<file path="src/rtl/tmr_pkg.sv">
package tmr_pkg;
   localparam int BUS_W = 32;
   localparam logic [7:0] OFS_MATCH = 8'h00;
   localparam logic [7:0] OFS_COUNT = 8'h04;
   localparam logic [7:0] OFS_CTRL  = 8'h08;
   localparam logic [7:0] OFS_ZERO  = 8'h0C;
   localparam logic [7:0] OFS_PRESC = 8'h10;
   localparam logic [7:0] OFS_STAT  = 8'h14;
   localparam int PEND_POS = 10;

   typedef struct packed {
      logic zero_on_match;
      logic run;
   } ctrl_t;
endpackage

</file>
<file path="src/rtl/tmr_prescale.sv">
module tmr_prescale #(
   parameter int DIV_W = 2
) (
   input  logic             clk,
   input  logic             rst_n,
   input  logic [DIV_W-1:0] setting,
   output logic             tick
);
   logic [DIV_W-1:0] phase_q;

   assign tick = (phase_q == setting);

   always_ff @(posedge clk) begin
      if (!rst_n)
         phase_q <= '0;
      else if (tick)
         phase_q <= '0;
      else
         phase_q <= phase_q + 1'b1;
   end
endmodule

</file>
<file path="src/rtl/tmr_zero_sync.sv">
module tmr_zero_sync #(
   parameter int SYNC_STAGES = 2
) (
   input  logic clk,
   input  logic rst_n,
   input  logic tick,
   input  logic zero_req,
   output logic zero_apply,
   output logic pending
);
   logic req_tgl_q;
   logic cap_q;
   logic done_tgl_q;
   logic [SYNC_STAGES-1:0] ack_q;

   always_ff @(posedge clk) begin
      if (!rst_n)
         req_tgl_q <= 1'b0;
      else if (zero_req)
         req_tgl_q <= ~req_tgl_q;
   end

   assign zero_apply = tick && (cap_q != done_tgl_q);

   always_ff @(posedge clk) begin
      if (!rst_n) begin
         cap_q      <= 1'b0;
         done_tgl_q <= 1'b0;
      end else if (tick) begin
         cap_q <= req_tgl_q;
         if (cap_q != done_tgl_q)
            done_tgl_q <= cap_q;
      end
   end

   generate
      for (genvar s = 0; s < SYNC_STAGES; s++) begin : g_ack
         if (s == 0) begin : g_first
            always_ff @(posedge clk) begin
               if (!rst_n) ack_q[0] <= 1'b0;
               else        ack_q[0] <= done_tgl_q;
            end
         end else begin : g_next
            always_ff @(posedge clk) begin
               if (!rst_n) ack_q[s] <= 1'b0;
               else        ack_q[s] <= ack_q[s-1];
            end
         end
      end
   endgenerate

   assign pending = req_tgl_q ^ ack_q[SYNC_STAGES-1];
endmodule

</file>
<file path="src/rtl/tmr_core.sv">
module tmr_core #(
   parameter int CNT_W = 32
) (
   input  logic             clk,
   input  logic             rst_n,
   input  logic             tick,
   input  logic             run,
   input  logic             zero_on_match,
   input  logic [CNT_W-1:0] match_val,
   input  logic             zero_apply,
   output logic [CNT_W-1:0] count_q,
   output logic             irq
);
   logic [CNT_W-1:0] nxt;
   logic             load;
   logic             counting;

   always_comb begin
      counting = tick && run && !zero_apply;
      load     = zero_apply || counting;
      if (zero_apply)
         nxt = '0;
      else if (zero_on_match && (count_q == match_val))
         nxt = '0;
      else
         nxt = count_q + 1'b1;
   end

   always_ff @(posedge clk) begin
      if (!rst_n) begin
         count_q <= '0;
         irq     <= 1'b0;
      end else begin
         if (load)
            count_q <= nxt;
         irq <= counting && (nxt == match_val);
      end
   end
endmodule

</file>
<file path="src/rtl/tmr_regs.sv">
module tmr_regs
   import tmr_pkg::*;
#(
   parameter int CNT_W  = 32,
   parameter int DIV_W  = 2,
   parameter int ADDR_W = 5
) (
   input  logic              clk,
   input  logic              rst_n,
   input  logic              bus_sel,
   input  logic              bus_wr,
   input  logic [ADDR_W-1:0] bus_addr,
   input  logic [BUS_W-1:0]  bus_wdata,
   input  logic [CNT_W-1:0]  count_q,
   input  logic              pending,
   output logic [CNT_W-1:0]  match_q,
   output ctrl_t             ctrl_q,
   output logic [DIV_W-1:0]  presc_q,
   output logic              zero_req,
   output logic [BUS_W-1:0]  bus_rdata
);
   localparam int PAD_W = BUS_W - CNT_W;

   logic wr_en, rd_en;
   logic [BUS_W-1:0] match_ext, count_ext, rd_mux;

   assign wr_en = bus_sel && bus_wr;
   assign rd_en = bus_sel && !bus_wr;

   function automatic logic hit(input logic [ADDR_W-1:0] a, input logic [7:0] ofs);
      return a == ofs[ADDR_W-1:0];
   endfunction

   generate
      if (PAD_W > 0) begin : g_pad
         assign match_ext = {{PAD_W{1'b0}}, match_q};
         assign count_ext = {{PAD_W{1'b0}}, count_q};
      end else begin : g_full
         assign match_ext = match_q;
         assign count_ext = count_q;
      end
   endgenerate

   assign zero_req = wr_en && hit(bus_addr, OFS_ZERO);

   always_ff @(posedge clk) begin
      if (!rst_n) begin
         match_q <= '0;
         ctrl_q  <= '0;
         presc_q <= '0;
      end else if (wr_en) begin
         if (hit(bus_addr, OFS_MATCH)) match_q <= bus_wdata[CNT_W-1:0];
         if (hit(bus_addr, OFS_CTRL))  ctrl_q  <= bus_wdata[1:0];
         if (hit(bus_addr, OFS_PRESC)) presc_q <= bus_wdata[DIV_W-1:0];
      end
   end

   always_comb begin
      rd_mux = '0;
      if (hit(bus_addr, OFS_MATCH)) rd_mux = match_ext;
      if (hit(bus_addr, OFS_COUNT)) rd_mux = count_ext;
      if (hit(bus_addr, OFS_CTRL))  rd_mux[1:0] = ctrl_q;
      if (hit(bus_addr, OFS_PRESC)) rd_mux[DIV_W-1:0] = presc_q;
      if (hit(bus_addr, OFS_STAT))  rd_mux[PEND_POS] = pending;
   end

   always_ff @(posedge clk) begin
      if (!rst_n)
         bus_rdata <= '0;
      else if (rd_en)
         bus_rdata <= rd_mux;
   end
endmodule

</file>
<file path="src/rtl/mm_match_timer.sv">
module mm_match_timer
   import tmr_pkg::*;
#(
   parameter int CNT_W       = 32,
   parameter int DIV_W       = 2,
   parameter int ADDR_W      = 5,
   parameter int SYNC_STAGES = 2
) (
   input  logic              clk,
   input  logic              rst_n,
   input  logic              bus_sel,
   input  logic              bus_wr,
   input  logic [ADDR_W-1:0] bus_addr,
   input  logic [31:0]       bus_wdata,
   output logic [31:0]       bus_rdata,
   output logic              irq
);
   generate
      if (CNT_W < 8 || CNT_W > BUS_W) begin : g_bad_cnt
         $error("CNT_W must be within 8..32");
      end
      if (DIV_W < 1 || DIV_W > 8) begin : g_bad_div
         $error("DIV_W must be within 1..8");
      end
      if (ADDR_W < 5 || ADDR_W > 8) begin : g_bad_addr
         $error("ADDR_W must be within 5..8");
      end
      if (SYNC_STAGES < 2) begin : g_bad_sync
         $error("SYNC_STAGES must be at least 2");
      end
   endgenerate

   logic [CNT_W-1:0] match_q, count_q;
   ctrl_t            ctrl_q;
   logic [DIV_W-1:0] presc_q;
   logic             zero_req, zero_apply, pending, tick;

   tmr_regs #(.CNT_W(CNT_W), .DIV_W(DIV_W), .ADDR_W(ADDR_W)) u_regs (
      .clk(clk), .rst_n(rst_n), .bus_sel(bus_sel), .bus_wr(bus_wr),
      .bus_addr(bus_addr), .bus_wdata(bus_wdata), .count_q(count_q),
      .pending(pending), .match_q(match_q), .ctrl_q(ctrl_q),
      .presc_q(presc_q), .zero_req(zero_req), .bus_rdata(bus_rdata)
   );

   tmr_prescale #(.DIV_W(DIV_W)) u_presc (
      .clk(clk), .rst_n(rst_n), .setting(presc_q), .tick(tick)
   );

   tmr_zero_sync #(.SYNC_STAGES(SYNC_STAGES)) u_zero (
      .clk(clk), .rst_n(rst_n), .tick(tick), .zero_req(zero_req),
      .zero_apply(zero_apply), .pending(pending)
   );

   tmr_core #(.CNT_W(CNT_W)) u_core (
      .clk(clk), .rst_n(rst_n), .tick(tick), .run(ctrl_q.run),
      .zero_on_match(ctrl_q.zero_on_match), .match_val(match_q),
      .zero_apply(zero_apply), .count_q(count_q), .irq(irq)
   );
endmodule

</file>
<file path="config.mk">
export PLATFORM = sky130hd
export DESIGN_NAME = mm_match_timer
export DESIGN_NICKNAME = d
export VERILOG_FILES = /design/src/rtl/tmr_pkg.sv /design/src/rtl/tmr_prescale.sv /design/src/rtl/tmr_zero_sync.sv /design/src/rtl/tmr_core.sv /design/src/rtl/tmr_regs.sv /design/src/rtl/mm_match_timer.sv
export SDC_FILE = /design/constraint.sdc
export NUM_CORES = 1
export LEC_CHECK = 0
export CAP_MARGIN = 20
export CELL_PAD_IN_SITES_DETAIL_PLACEMENT = 1
export CELL_PAD_IN_SITES_GLOBAL_PLACEMENT = 2
export CORE_UTILIZATION = 38
export CTS_BUF_LIST = sky130_fd_sc_hd__clkbuf_8 sky130_fd_sc_hd__clkbuf_16
export CTS_CLUSTER_SIZE = 8
export DETAILED_ROUTE_END_ITERATION = 7
export DONT_BUFFER_PORTS = 1
export PLACE_DENSITY = 0.77
export SETUP_SLACK_MARGIN = 0.2
export SLEW_MARGIN = 25
export SYNTH_ARGS = -nofsm -noshare
export SYNTH_HDL_FRONTEND = slang
export SYNTH_SLANG_ARGS = --single-unit
</file>
<file path="constraint.sdc">
create_clock -name clk -period 4 [get_ports clk]
set_clock_uncertainty 0.2 [all_clocks]
set_input_delay 0.4 -clock clk [delete_from_list [all_inputs] [get_ports clk]]
set_output_delay 0.4 -clock clk [all_outputs]
set_load 0.01 [all_outputs]
</file>
==> impl_results.rst <==
.. list-table::
   :header-rows: 1

   * - Metric
     - Value
   * - Register bit count reported by yosys
     - 108
   * - Largest fanout on the critical path
     - 9
   * - Final Max Tran Viols
     - 0
   * - Number of DRC markers after the initial detailed-route iteration
     - 388
   * - Post-synthesis cell area
     - 0.00657 mm2
   * - Max Fclk
     - roughly 0.28 GHz
   * - Smallest setup slack after layout
     - 0.456 ns
   * - DIE HEIGHT
     - 133 um
   * - Transition time at the pin with the least slew margin
     - 0.848 ns
   * - Maximum clock path buffer count
     - 2
   * - Fillers
     - 2022
   * - Mean post-synth cell area
     - 7.92 um2
   * - WL per Instance
     - 25.4 um
   * - Number of levels the H-tree was split into
     - 3
   * - Number of antenna repair diodes
     - 0
   * - Final Hold Vio Count
     - 0
   * - Width of the die
     - around 130 um
   * - Die area
     - 0.0178 mm2
   * - Crit path required time
     - 4.08 ns
   * - Total negative setup slack
     - 0 ns
   * - Wire length of the first global-routing pass
     - 41000 um
   * - Top library cells by usage in the layout, fill and taps aside
     - 114 x nand2_1, 108 x dfxtp_1, 61 x nor2_1
   * - Outcome
     - completed
   * - Drt total wl
     - 26700 um
   * - Via count of the first global-routing pass
     - 6587
   * - Cells taking the most area after synthesis
     - dfxtp_1 33%, xnor2_1 7.1%, nand2_1 6.5%, a21boi_0 4.7%, a221oi_1 4.0%
   * - Placer Congestion
     - roughly 0.97
   * - Initial antenna violation count
     - 0
   * - Total power divided by cell area
     - 296 mW/mm2
   * - Port Buffer Count
     - 0
   * - Number of standard cells after synthesis
     - 830
   * - Yosys top cell area share
     - between 30% and 40%
   * - Clock sink count
     - 108
   * - Leading area contributor after synthesis
     - dfxtp_1
   * - DPL Wire Length
     - 19300 um
   * - Unrepaired setup endpoints after global routing
     - no
   * - Core Box Area
     - approximately 0.017 mm2
   * - Inserted Clock Buffers
     - 9
   * - Layout cell share with drive strength beyond 1
     - 7.70%
   * - Async S/R FF share, synth
     - 0%
   * - Post-layout minimum cycle time
     - 3.54 ns
   * - Vias
     - 6435
   * - Max capacitance violation total
     - 0
   * - Maximum number of pins on one net before global-route repair
     - 75
   * - GRT Util Overall
     - 31.0%
   * - Most common flop cell mapped by yosys
     - dfxtp_1
   * - CTS clk-pin slew, worst paths
     - 0.08 ns
   * - Crit start category
     - register
   * - Remaining routing DRC violations
     - 0
   * - Seq/Total Area, Yosys
     - between 30 and 40%
   * - Number of warnings reported in the yosys synthesis log
     - 0
   * - Cell leakage power
     - 2.38 nW
   * - Worst supply voltage drop on vdd
     - 0.195 mV
   * - Endpoint arrival time on the critical path
     - 3.62 ns
   * - Net count after synthesis
     - 872
   * - Count of pins on the block boundary
     - 74
   * - Setup violation total in the final timing report
     - 0
   * - Post-route clock period utilization
     - 88.6%
   * - First-pass iteration count of the detailed router
     - 8
   * - Clock tree from TritonCTS
     - done
   * - Number of enable flip-flop cells after synthesis
     - 0
   * - Unique masters post-synth
     - between 60 and 70
   * - Most common cell after layout, fill and taps aside
     - nand2_1
   * - Vias per inst
     - 6.12
   * - Final #Nets
     - 868
   * - Core Rows
     - 47
   * - GRT overflow
     - 0
   * - Layout area overhead
     - 12.5%
   * - Clock Root Buffer
     - clkbuf_16
   * - Starting density of the core
     - 39.2%
   * - Worst skew pair latency
     - 0.37 ns
   * - Worst hold-check path type
     - input port to register
   * - Final ANT Viol Nets
     - 0
   * - Capturing element type of the critical path
     - register
   * - Placement Setup Slack
     - 0.455 ns
   * - Kind of critical path
     - register to register
   * - Max-slew headroom at the worst pin
     - a little over two fifths
[critical path, cell delays in order (launching register included)]
cell and delay [ns]:
dfxtp_1 0.51, ha_1 0.34, and4_2 0.38, nand2_1 0.14, xor2_1 0.18, or4b_1 0.51, a211oi_1 0.27, o22ai_1 0.14
nor4_1 0.42, nand4_1 0.17, nor4_2 0.18
[path summary, 6_finish.rpt]
path | startpoint | slack (ns) | to | cells past startpoint
worst max register to register | u_core.count_q[0] | 0.46 | u_core.irq | 10
worst min-delay path | rst_n | 0.02 | u_regs.bus_rdata[31] | 1
worst min register to register | u_zero.ack_q[0] | 0.25 | u_zero.ack_q[1] | 1
worst max-delay path | u_core.count_q[0] | 0.46 | u_core.irq | 10
[kinds of logic after synthesis]
group,share of synthesized area (%)
compound gates,20.9
xor+xnor,9.75
fa+ha+maj,0.190
buf+inv,5.45
flops,32.9
mux,0.609
simple gates,30.2
[where the power goes]
| part | switching [W] | internal, W | total (W) |
|---|---|---|---|
| logic | 0.0000747 | 0.0000663 | 0.000141 |
| registers | 0.0000235 | 0.00109 | 0.00112 |
| clock network | 0.000486 | 0.000447 | 0.000933 |
| total | 0.000584 | 0.00161 | 0.00219 |
[synthesized netlist by cell type (4+ instances only)]
cell type  count
nand2_1      114
dfxtp_1      108
nor2_1        62
xnor2_1       53
clkbuf_1      49
a21boi_0      41
o21ai_0       40
a221oi_1      30
nor3b_1       29
nand3_1       28
a21oi_1       22
nand4_1       22
nor3_1        19
buf_2         16
nor2b_1       15
and2_1        12
xor2_1        12
and3_1        10
nor4_1        10
buf_4          9
o31ai_1        9
a211oi_1       7
or3_1          7
inv_1          6
nand2b_1       6
nand3b_1       6
a22oi_1        5
nand4b_1       5
o211ai_1       5
o21a_1         5
o22ai_1        5
mux2i_1        4
or4_1          4
[flip-flops by register name (all words and copies together) (netlist names)]
name and count:
u_core.count_q 32, u_core.irq 1, u_presc.phase_q 2, u_regs.bus_rdata 32
u_regs.ctrl_q 2, u_regs.match_q 32, u_regs.presc_q 2, u_zero.ack_q 2
u_zero.cap_q 1, u_zero.done_tgl_q 1, u_zero.req_tgl_q 1
[per-stage QoR]
stage          cell area, um2  utilization, %  total power [W]  std cells  hold WS, ns
6_report                 7390            44.1          0.00219       1051       0.0153
5_1_grt                  7390            44.1          0.00226       1051      0.00523
4_1_cts                  7380            44.0          0.00221       1050     0.000488
3_5_place_dp             6720            40.1          0.00124       1000        0.243
3_3_place_gp             6720            40.1          0.00123       1000        0.229
2_1_floorplan            6570               -          0.00122        830        0.212
[layer usage]
metal,part of all wire (%),vias up,routed length (um),global-route usage (%)
met5,0,-,0,0
met4,3.7,0,998,12.2
met3,6.6,56,1770,7.80
met2,45,204,12000,48.6
met1,45,3205,12000,40.6
li1,-,2970,-,-
[area by class of cell]
cell class	count	area (um2)	area share, %
inverter	6	22.5	0.305
tap	220	275	3.72
clock buffer	9	225	3.05
clock inverter	7	80.1	1.08
timing repair buffer	60	556	7.51
multi-input combinational	641	4070	55.1
sequential	108	2160	29.2
[repair_timing]
action / CTS / global route
hold endpoints to repair: 77 / 2
hold buffers: 34 / 1
gates resized for setup: 0 / 1
endpoints found under the setup margin: 0 / 1
buffers inserted: 0 / 0
Note: power is estimated with default switching activity, not from simulation.
